## src/rtl/halving_sum_pkg.sv

```systemverilog
`timescale 1ns/1ps
package halving_sum_pkg;
  typedef enum logic [1:0] {ST_IDLE, ST_PREP, ST_PAIR, ST_DONE} hs_state_e;
  typedef enum logic {MODE_FOLD = 1'b0, MODE_CEIL = 1'b1} hs_mode_e;
endpackage

```

## src/rtl/halving_sum_ctrl.sv

```systemverilog
`timescale 1ns/1ps
module halving_sum_ctrl
  import halving_sum_pkg::*;
#(
  parameter int N_MAX = 16,
  parameter int CW    = $clog2(N_MAX + 1),
  parameter int IW    = $clog2(N_MAX)
) (
  input  logic          clk_i,
  input  logic          rst_ni,
  input  logic          start_i,
  input  logic [CW-1:0] count_i,
  input  logic          mode_i,
  output logic          busy_o,
  output logic          done_o,
  output logic          fold_en_o,
  output logic [IW-1:0] fold_idx_o,
  output logic          pair_en_o,
  output logic [CW-1:0] shift_o,
  output logic [CW-1:0] pairs_o
);
  localparam logic [CW:0] NMAX_W = (CW+1)'(N_MAX);

  hs_state_e     state_q;
  hs_mode_e      mode_q;
  logic [CW-1:0] half_q, lim_q, pairs_q;
  logic [CW:0]   half_inc;
  logic [CW-1:0] half_ceil, half_floor;
  logic          count_ok, launch;

  assign half_inc   = {1'b0, half_q} + {{CW{1'b0}}, 1'b1};
  assign half_ceil  = half_inc[CW:1];
  assign half_floor = half_q >> 1;
  assign count_ok   = (count_i != '0) && ({1'b0, count_i} <= NMAX_W);
  assign launch     = (state_q == ST_IDLE) && start_i && count_ok;

  always_ff @(posedge clk_i or negedge rst_ni) begin
    if (!rst_ni) begin
      state_q <= ST_IDLE;
      mode_q  <= MODE_FOLD;
      half_q  <= '0;
      lim_q   <= '0;
      pairs_q <= '0;
    end else begin
      case (state_q)
        ST_IDLE: if (launch) begin
          half_q  <= count_i;
          lim_q   <= count_i;
          mode_q  <= hs_mode_e'(mode_i);
          state_q <= (count_i == CW'(1)) ? ST_DONE : ST_PREP;
        end
        ST_PREP: begin
          if (mode_q == MODE_FOLD) begin
            half_q  <= half_floor;
            pairs_q <= half_floor;
          end else begin
            half_q  <= half_ceil;
            pairs_q <= lim_q - half_ceil;  // senders in [half, limit)
            lim_q   <= half_ceil;
          end
          state_q <= ST_PAIR;
        end
        ST_PAIR: state_q <= (half_q == CW'(1)) ? ST_DONE : ST_PREP;
        ST_DONE: state_q <= ST_IDLE;
        default: state_q <= ST_IDLE;
      endcase
    end
  end

  // odd-count fix runs in the prepare cycle, apart from the pair adds
  assign fold_en_o  = (state_q == ST_PREP) && (mode_q == MODE_FOLD) && half_q[0];
  assign fold_idx_o = IW'(half_q - CW'(1));
  assign pair_en_o  = (state_q == ST_PAIR);
  assign shift_o    = half_q;
  assign pairs_o    = pairs_q;
  assign busy_o     = (state_q != ST_IDLE);
  assign done_o     = (state_q == ST_DONE);


  done_pulse_chk: assert property (@(posedge clk_i) disable iff (!rst_ni)
    done_o |=> !done_o);

  half_shrink_chk: assert property (@(posedge clk_i) disable iff (!rst_ni)
    (state_q == ST_PREP) |=> (half_q < $past(half_q)));

  start_busy_chk: assert property (@(posedge clk_i) disable iff (!rst_ni)
    (busy_o && start_i) |=> (mode_q == $past(mode_q)));

  bad_count_chk: assert property (@(posedge clk_i) disable iff (!rst_ni)
    (!busy_o && start_i && !count_ok) |=> !busy_o);

  pair_span_chk: assert property (@(posedge clk_i) disable iff (!rst_ni)
    pair_en_o |-> (pairs_o <= shift_o) && (pairs_o != '0));
endmodule

```

## src/rtl/halving_sum_bank.sv

```systemverilog
`timescale 1ns/1ps
module halving_sum_bank #(
  parameter int N_MAX = 16,
  parameter int W     = 16,
  parameter int CW    = $clog2(N_MAX + 1),
  parameter int IW    = $clog2(N_MAX)
) (
  input  logic          clk_i,
  input  logic          rst_ni,
  input  logic          wr_en_i,
  input  logic [IW-1:0] wr_idx_i,
  input  logic [W-1:0]  wr_data_i,
  input  logic          fold_en_i,
  input  logic [IW-1:0] fold_idx_i,
  input  logic          pair_en_i,
  input  logic [CW-1:0] shift_i,
  input  logic [CW-1:0] pairs_i,
  output logic [W-1:0]  head_o
);
  localparam logic [CW:0] LIM_W = (CW+1)'(N_MAX);

  logic [W-1:0] arr_q [N_MAX];
  logic [W-1:0] nxt   [N_MAX];
  logic [W-1:0] fold_src;

  assign fold_src = arr_q[fold_idx_i];

  for (genvar i = 0; i < N_MAX; i++) begin : g_lane
    localparam logic [CW:0]   LANE = (CW+1)'(i);
    localparam logic [IW-1:0] SLOT = IW'(i);
    logic [CW:0]  pidx;
    logic [W-1:0] partner;
    logic         active, fold_hit;

    assign pidx     = LANE + {1'b0, shift_i};
    assign partner  = (pidx < LIM_W) ? arr_q[pidx[IW-1:0]] : '0;
    assign active   = pair_en_i && (LANE < {1'b0, pairs_i});
    assign fold_hit = fold_en_i && (LANE == '0);

    always_comb begin
      nxt[i] = arr_q[i];
      if (wr_en_i && (wr_idx_i == SLOT)) nxt[i] = wr_data_i;
      else if (active)                   nxt[i] = arr_q[i] + partner;
      else if (fold_hit)                 nxt[i] = arr_q[i] + fold_src;
    end
  end

  always_ff @(posedge clk_i or negedge rst_ni) begin
    if (!rst_ni) begin
      for (int k = 0; k < N_MAX; k++) arr_q[k] <= '0;
    end else begin
      for (int k = 0; k < N_MAX; k++) arr_q[k] <= nxt[k];
    end
  end

  assign head_o = arr_q[0];


  head_hold_chk: assert property (@(posedge clk_i) disable iff (!rst_ni)
    (!pair_en_i && !fold_en_i && !wr_en_i) |=> $stable(arr_q[0]));

  fold_apart_chk: assert property (@(posedge clk_i) disable iff (!rst_ni)
    !(fold_en_i && pair_en_i));
endmodule

```

## src/rtl/halving_sum_unit.sv

```systemverilog
`timescale 1ns/1ps
module halving_sum_unit #(
  parameter  int N_MAX = 16,
  parameter  int W     = 16,
  localparam int IW    = $clog2(N_MAX),
  localparam int CW    = $clog2(N_MAX + 1)
) (
  input  logic          clk_i,
  input  logic          rst_ni,
  input  logic          wr_en_i,
  input  logic [IW-1:0] wr_idx_i,
  input  logic [W-1:0]  wr_data_i,
  input  logic          start_i,
  input  logic [CW-1:0] count_i,
  input  logic          mode_i,
  output logic          busy_o,
  output logic          done_o,
  output logic [W-1:0]  sum_o
);
  logic          fold_en, pair_en, wr_ok;
  logic [IW-1:0] fold_idx;
  logic [CW-1:0] shift, pairs;
  logic [W-1:0]  head, res_q;

  assign wr_ok = wr_en_i && !busy_o;

  halving_sum_ctrl #(.N_MAX(N_MAX), .CW(CW), .IW(IW)) u_ctrl (
    .clk_i, .rst_ni, .start_i, .count_i, .mode_i,
    .busy_o, .done_o,
    .fold_en_o(fold_en), .fold_idx_o(fold_idx),
    .pair_en_o(pair_en), .shift_o(shift), .pairs_o(pairs)
  );

  halving_sum_bank #(.N_MAX(N_MAX), .W(W), .CW(CW), .IW(IW)) u_bank (
    .clk_i, .rst_ni,
    .wr_en_i(wr_ok), .wr_idx_i, .wr_data_i,
    .fold_en_i(fold_en), .fold_idx_i(fold_idx),
    .pair_en_i(pair_en), .shift_i(shift), .pairs_i(pairs),
    .head_o(head)
  );

  always_ff @(posedge clk_i or negedge rst_ni) begin
    if (!rst_ni)     res_q <= '0;
    else if (done_o) res_q <= head;
  end

  assign sum_o = done_o ? head : res_q;


  result_hold_chk: assert property (@(posedge clk_i) disable iff (!rst_ni)
    $fell(done_o) |-> $stable(sum_o));

  busy_with_done_chk: assert property (@(posedge clk_i) disable iff (!rst_ni)
    done_o |-> busy_o);
endmodule

```

## config.mk

```make
export PLATFORM = sky130hd
export DESIGN_NAME = halving_sum_unit
export DESIGN_NICKNAME = d
export VERILOG_FILES = /design/src/rtl/halving_sum_pkg.sv /design/src/rtl/halving_sum_ctrl.sv /design/src/rtl/halving_sum_bank.sv /design/src/rtl/halving_sum_unit.sv
export SDC_FILE = /design/constraint.sdc
export NUM_CORES = 2
export LEC_CHECK = 0
export BUFFER_PORTS_ARGS = -buffer_cell sky130_fd_sc_hd__buf_2
export CORE_MARGIN = 3
export CORE_UTILIZATION = 60
export DETAILED_ROUTE_END_ITERATION = 10
export PLACE_DENSITY = 0.79
export SLEW_MARGIN = 40
export SYNTH_ARGS = -nofsm -noshare
export SYNTH_HDL_FRONTEND = slang
export SYNTH_HIERARCHICAL = 1
export SYNTH_SLANG_ARGS = --single-unit
```

## constraint.sdc

```tcl
create_clock -name clk_i -period 5.2 [get_ports clk_i]
set_input_delay 1.04 -clock clk_i [delete_from_list [all_inputs] [get_ports clk_i]]
set_output_delay 1.04 -clock clk_i [all_outputs]
set_load 0.02 [all_outputs]
```

# Word-level counts from Yosys, hierarchy flattened
# Index checks and enable logic that the tools add are counted.
# W data, S select, Z words.
dict set report word_totals {
  register_bits 290
  latch_bits 0
  n_memories 0
  output_inout_bits 18
  mem_bits_ro 0
  ramBits 0
  in_bits 30
  word_cells 320
}
dict set report op_classes {
  n_addsub 34
  n_mul 0
  n_reduce_logical 63
  bitwise_logic 18
  eq_ne 22
  n_mux 111
  n_div 0
  shift 0
  n_lt_le_gt_ge 50
}
# operator count
set op_table {}
lappend op_table {{$mux W16} 84}
lappend op_table {{$bmux W16 S4} 17}
lappend op_table {{$add A16 B16 Y16} 17}
lappend op_table {{$lt A6 B5 Y1 const B} 15}
lappend op_table {{$ge A5 B5 Y1 const B} 17}
lappend op_table {{$not A4 Y5} 17}
lappend op_table {{$add A4 B5 Y6 const A} 8}
lappend op_table {{$lt A4 B5 Y1 const A} 8}
lappend op_table {{$logic_and A1 B1 Y1} 38}
lappend op_table {{$reduce_bool A2 Y1} 17}
lappend op_table {{$eq A4 B4 Y1 const B} 8}
lappend op_table {{$add A3 B5 Y6 const A} 4}
lappend op_table {{$lt A3 B5 Y1 const A} 4}
lappend op_table {{$mux W5} 4}
lappend op_table {{$pmux W5 S2} 2}
lappend op_table {{$eq A4 B3 Y1 const B} 4}
lappend op_table {{$add A2 B5 Y6 const A} 2}
lappend op_table {{$eq A5 B1 Y1 const B} 2}
lappend op_table {{$lt A1 B5 Y1 const A} 2}
lappend op_table {{$lt A2 B5 Y1 const A} 2}
lappend op_table {{$eq A4 B2 Y1 const B} 2}
lappend op_table {{$pmux W2 S4} 1}
lappend op_table {{$add A1 B5 Y6 const A} 1}
lappend op_table {{$mux W2} 3}
lappend op_table {{other kinds (16)} 19}

# Logic depth before layout (Yosys ltp)
dict set report depth {
  depth_word 9
  mapped_depth 24
  depth_no_buf 19
}

# Modules after synthesis
# The synthesis kept the hierarchy.
# module seq_area_each_um2 cells_per_inst area_each_um2 instances
set by_module_without_submodules {}
lappend by_module_without_submodules {halving_sum_bank 6406.1 4048 37739.9 1}
lappend by_module_without_submodules {halving_sum_ctrl 450.4 130 1234.9 1}
lappend by_module_without_submodules {halving_sum_unit 400.4 35 655.6 1}

# Worst setup path after synthesis
# No wires, ideal clock.
dict set report synth_timing {
  path_kind {reg-to-reg}
  from {register u_ctrl.half_q[0] (netlist: u_ctrl/shift_o[0])}
  to {register u_bank.arr_q (netlist bit u_bank/head_o[14])}
  period_less_slack_ps 5538
  path_slack_ps -338
  t_required_ps 5118
  n_path_buf 3
  setup_ps 82
  t_arrival_ps 5457
  stages_incl_launch_ff 21
  path_cell_list {dfrtp_1 -> inv_1 -> ha_1 -> inv_1 -> buf_2 -> buf_1 -> clkbuf_1 -> mux4_2 -> mux4_2 -> a32o_1 -> ha_1 -> fa_1 -> a21o_1 -> a21oi_2 -> o211ai_1 -> a41o_1 -> a21o_1 -> a21oi_2 -> nor2b_1 -> or4_1 -> a31oi_1}
}
dict set report synth_between {
  elab_chain_cells 9
  elab_cells_between_ends 18
  cone_classes {3 x add/sub; 1 x order compare; 10 x mux; 2 x bitwise; 2 x reduce/logical}
}
# item line_no
set synth_lines {}
lappend synth_lines {{start: declaration} halving_sum_ctrl.sv:26} ;# logic [CW-1:0] half_q, lim_q, pairs_q;
lappend synth_lines {{start signal: assignment} halving_sum_ctrl.sv:47} ;# half_q <= count_i;
lappend synth_lines {{start signal: assignment} halving_sum_ctrl.sv:54} ;# half_q <= half_floor;
lappend synth_lines {{start signal: assignment} halving_sum_ctrl.sv:57} ;# half_q <= half_ceil;
lappend synth_lines {{$sub A4 B1 Y4} halving_sum_ctrl.sv:72} ;# assign fold_idx_o = IW'(half_q - CW'(1));
lappend synth_lines {{named net fold_idx[0]} halving_sum_unit.sv:21} ;# logic [IW-1:0] fold_idx;
lappend synth_lines {{$not A4 Y5 (not written as such)} halving_sum_bank.sv:26} ;# assign fold_src = arr_q[fold_idx_i];
lappend synth_lines {{$bmux W16 S4} halving_sum_bank.sv:26}
lappend synth_lines {{$mux W16 (not written as such) (2 in a row)} halving_sum_bank.sv:26}
lappend synth_lines {{$add A16 B16 Y16} halving_sum_bank.sv:44} ;# else if (fold_hit) nxt[i] = arr_q[i] + fold_src;
lappend synth_lines {{$mux W16} halving_sum_bank.sv:44}
lappend synth_lines {{$mux W16} halving_sum_bank.sv:43} ;# else if (active) nxt[i] = arr_q[i] + partner;
lappend synth_lines {{$mux W16} halving_sum_bank.sv:42} ;# if (wr_en_i && (wr_idx_i == SLOT)) nxt[i] = wr_data_i;
lappend synth_lines {{end: declaration} halving_sum_bank.sv:22} ;# logic [W-1:0] arr_q [N_MAX];
# The timed path passes the listed nets, and every way through them passes these cells. The select of a mux whose other input is x is not followed.
# A chain may end at the register's enable or synchronous reset.

# Worst setup path after layout
dict set report layout_timing {
  from {register u_ctrl.half_q[2] (netlist: u_ctrl/shift_o[2])}
  to {register u_bank/arr_q[190] (netlist name)}
}
dict set report layout_between {
  elab_chain_cells 9
  elab_cells_between_ends 10
  cone_classes {2 x add/sub; 1 x order compare; 6 x mux; 1 x bitwise}
}
# item line_no
set layout_lines {}
lappend layout_lines {{$add A3 B5 Y6 *} halving_sum_bank.sv:35} ;# assign pidx = LANE + {1'b0, shift_i};
lappend layout_lines {{$not A4 Y5 (not written as such)} halving_sum_bank.sv:36} ;# assign partner = (pidx < LIM_W) ? arr_q[pidx[IW-1:0]] : '0;
lappend layout_lines {{$bmux W16 S4} halving_sum_bank.sv:36}
lappend layout_lines {{$mux W16 (not written as such) (2 in a row)} halving_sum_bank.sv:36}
lappend layout_lines {{$mux W16 *} halving_sum_bank.sv:36}
lappend layout_lines {{$add A16 B16 Y16 *} halving_sum_bank.sv:43}
lappend layout_lines {{$mux W16 *} halving_sum_bank.sv:43}
lappend layout_lines {{$mux W16 *} halving_sum_bank.sv:42}
# Every way passes the cells marked *; elsewhere a longest branch is shown, timed or not. The select of a mux whose other input is x is not followed.

==> results by group <==
Layout
  • Net count, final: between 4,000 and 5,000
  • Most frequent standard cell in the layout excluding fill and tap cells: sky130_fd_sc_hd__mux4_2
  • Layout cells sized above 1: between 20 and 25%
  • Finished Layout Cells: 5,101
  • Post-route core utilization: around two thirds
  • Area added between synthesis and finish: 9.47%
  • Top library cells by usage in the layout, fill and taps aside: sky130_fd_sc_hd__mux4_2 (464), sky130_fd_sc_hd__nand2_1 (408), sky130_fd_sc_hd__nor2_1 (363)
  • Layout fillers: roughly 5,200

Die
  • Area of the core: around 0.065 mm2
  • Count of boundary I/O pins: 48
  • Die Wd: 263 um
  • FP Rows: 93
  • Floorplan die height: 263 um
  • Floorplan die area: about 0.069 mm2
  • Initial standard-cell utilization of the core: 61.0%

Logic synthesis
  • Top cell type's share of synthesized area: around a quarter
  • Async SR Flop Fraction: 100%
  • Synth area leader: sky130_fd_sc_hd__mux4_2
  • Post-Synthesis Mean Instance Area: between 9 and 10 um2
  • Flop and latch count out of synthesis: just under 300
  • Largest cells by area after synthesis: sky130_fd_sc_hd__mux4_2 (26%), sky130_fd_sc_hd__dfrtp_1 (18%), sky130_fd_sc_hd__ha_1 (8.4%)
  • Cell count after synthesis: roughly 4,200
  • Nets in the synthesized netlist: 4,526
  • Synth Cell Area: 0.0396 mm2
  • Sequential-to-total area share from yosys stat: between 10% and 20%
  • Number of synthesis warnings: 6
  • Prevailing post-synth register cell: sky130_fd_sc_hd__dfrtp_1
  • Number of distinct standard cells referenced by the synthesized netlist: 87
  • Number of enable flip-flop cells after synthesis: 0

Timing
  • Number of pins with negative max-slew slack in the final report: 0
  • Skew final: approximately 0.028 ns
  • Final hold viol count: 0
  • Highest achievable clock rate: between 150 and 200 MHz
  • Setup-violating endpoint count in the final report: 1
  • Period utilization: 100%
  • Tmin final: roughly 5.2 ns
  • Actual transition at the worst max-transition pin: 0.945 ns
  • Worst setup margin: -0.00357 ns
  • Max-Slew Margin vs Limit: between 30% and 40%
  • Unrepaired setup endpoints after global routing: yes

Placed design
  • Global placer's final weighted congestion: 1.09
  • Place WS: ~0.00023 ns
  • Post-placement cell count: between 5,000 and 6,000
  • Number of port buffers: between 40 and 50
  • Placed wire-length estimate after detailed placement: ~140 mm

Route
  • Remaining number of nets flagged by the antenna check after routing: 0
  • DRC: 0
  • Average wire length per cell after detail routing: about 35 um
  • First-pass iteration count of the detailed router: 8
  • Average vias per placed instance: ~7.6
  • Routed Wire Length: 178 mm
  • Total number of vias: 38,800
  • 1st-iter DRT viols: approximately 6,600

GRT
  • Overall overflow remaining after global route: 0
  • Pin count of the biggest net entering global routing: 97
  • Wire length of the first global-routing pass: between 200 and 300 mm
  • Initial antenna violation count: 7
  • All-Layer GR Usage: about half
  • Number of global-route vias before repair: about 36,000

CTS
  • Clk_lat worst skew: between 0.6 and 0.7 ns
  • CTS Buffer Depth: 3
  • Number of clock sinks seen by CTS: 290
  • Clock transition at the register clock pins on the worst setup and hold paths after CTS: roughly 0.060 ns
  • TritonCTS buffer count: 39
  • Clock tree root buffer cell: sky130_fd_sc_hd__clkbuf_16
  • CTS tree: built
  • Post-CTS Hold Buffers: 0
  • # H-tree levels: 2

Setup path
  • Launch point of the worst path: u_ctrl/shift_o[2]
  • Arrival time at the worst endpoint: between 5 and 6 ns
  • Critical path data required time: around 5.7 ns
  • Slowest stage cell on the critical path: sky130_fd_sc_hd__o31ai_2
  • Delay contributed by the slowest stage of the critical path: 0.55 ns
  • Crit Reg-Reg Startpoint: u_ctrl/shift_o[2]
  • Critical path launch point type: flip-flop
  • Worst Setup Path Type: reg -> reg
  • Cell chain of the critical path: inv_2, buf_4, o211ai_1, o21a_1, nor2b_1, ha_1, inv_1, fa_1, nor2b_1, o21a_1, o21ai_1, a211oi_1, a2111oi_1, buf_4, o31ai_2, a21oi_1, xor2_1, o31ai_1
  • Element type at the critical path end: flip-flop
  • Max FO, Critical Path: 36

Run status
  • Violations in the final reports: setup timing
  • Outcome: complete, but fails checks

Job
  • Max-capacitance violation count: 0

Hold path
  • Hold/Removal Path Class: in -> async
cell usage after synthesis, types with 7 or more instances:
master,count
sky130_fd_sc_hd__a211o_1,18
sky130_fd_sc_hd__a211oi_1,96
sky130_fd_sc_hd__a21boi_0,12
sky130_fd_sc_hd__a21o_1,50
sky130_fd_sc_hd__a21oi_1,331
sky130_fd_sc_hd__a311oi_1,7
sky130_fd_sc_hd__a31oi_1,61
sky130_fd_sc_hd__a32o_1,12
sky130_fd_sc_hd__a41oi_1,7
sky130_fd_sc_hd__and2_1,26
sky130_fd_sc_hd__and3_1,55
sky130_fd_sc_hd__buf_1,35
sky130_fd_sc_hd__buf_2,65
sky130_fd_sc_hd__buf_4,24
sky130_fd_sc_hd__clkbuf_1,173
sky130_fd_sc_hd__dfrtp_1,290
sky130_fd_sc_hd__fa_1,17
sky130_fd_sc_hd__ha_1,266
sky130_fd_sc_hd__inv_1,104
sky130_fd_sc_hd__mux2_2,52
sky130_fd_sc_hd__mux2_4,13
sky130_fd_sc_hd__mux2i_1,123
sky130_fd_sc_hd__mux4_2,464
sky130_fd_sc_hd__nand2_1,414
sky130_fd_sc_hd__nand2b_1,27
sky130_fd_sc_hd__nand3_1,59
sky130_fd_sc_hd__nand3b_1,8
sky130_fd_sc_hd__nor2_1,373
sky130_fd_sc_hd__nor2b_1,176
sky130_fd_sc_hd__nor3_1,87
sky130_fd_sc_hd__o211ai_1,24
sky130_fd_sc_hd__o21a_1,42
sky130_fd_sc_hd__o21ai_0,272
sky130_fd_sc_hd__o21ai_1,10
sky130_fd_sc_hd__o21bai_1,21
sky130_fd_sc_hd__o22ai_1,16
sky130_fd_sc_hd__o31a_1,8
sky130_fd_sc_hd__o31ai_1,18
sky130_fd_sc_hd__or2_2,21
sky130_fd_sc_hd__or3_1,32
sky130_fd_sc_hd__xnor2_1,127
sky130_fd_sc_hd__xor2_1,63
final timing paths:
| path | end | slack (ns) | cells after the start |
|---|---|---|---|
| setup reg to reg | u_bank/arr_q[190] | -0.004 | 18 |
| hold / removal | u_bank/arr_q[206] | 0.30 | 1 |
| min in group clk_i | res_q[12] | 0.50 | 1 |
| hold reg to reg | res_q[12] | 0.50 | 1 |
| setup / recovery | u_bank/arr_q[190] | -0.004 | 18 |
| max in group asynchronous | u_bank/arr_q[211] | 3.79 | 3 |
registers in the layout (all words and copies together) (netlist names):
| signal | count |
|---|---|
| u_ctrl/shift_o | 5 |
| u_ctrl/lim_q | 5 |
| res_q | 16 |
| u_ctrl/pairs_o | 5 |
| u_ctrl/state_q | 2 |
| u_bank/head_o | 16 |
| u_bank/arr_q | 240 |
| u_ctrl/mode_q | 1 |
kinds of logic (layout without fill, tap and decap cells):
logic type	Yosys count	in the layout	share of synthesized area [%]
and+or+nand+nor	1318	1318	15.6
AOI/OAI and AO/OA	1065	1065	16.5
muxes	653	653	31.5
buffers and inverters	410	441	4.45
DFF	290	290	18.3
adders and majority gates	283	283	9.26
xor gates and xnor gates	194	194	4.36
other	0	2	0
metal layers:
metal	GRT usage [%]	up-vias	wire length, um
met5	0	-	51
li1	-	16000	-
met3	15.6	878	24100
met2	72.2	3254	74000
met4	43.8	8	20200
met1	62.0	18700	60100
cell type report:
type / count / area, um2 / area share (%)
multi-input cells: 3513 / 31000 / 71.4
flip-flops and latches: 290 / 7270 / 16.8
repair buffers: 267 / 2320 / 5.35
clock buffers: 53 / 1130 / 2.60
well taps: 855 / 1070 / 2.47
inverters: 107 / 407 / 0.937
clock inverters: 14 / 218 / 0.502
diodes: 2 / 5.00 / 0.0115
through the flow:
stage	hold slack, ns	TNS [ns]	cell area, um2
floorplan	0.448	-0.0423	39600
global placement	0.474	0	41700
detailed placement	0.481	0	41800
CTS	0.492	0	43100
global route	0.322	-0.0259	43400
finish	0.297	-0.00357	43400
critical path, delay by kind of cell, from the launching register on:
family | cells | cell delay (ns)
compound gates | 9 | 2.17
flops | 1 | 0.50
xor+xnor | 1 | 0.17
buf+inv | 4 | 0.98
simple gates | 2 | 0.56
fa+ha+maj | 2 | 0.69
timing repair:
item	4_1_cts	5_1_grt
pin swaps	0	1
cloned	0	2
endpoints found under the setup margin	1	22
setup buffers	0	3
gates resized for setup	1	34
Power is left out: the tool's default activity adds up to more than one toggle a clock period on the data nets, which glitch-free logic cannot reach.
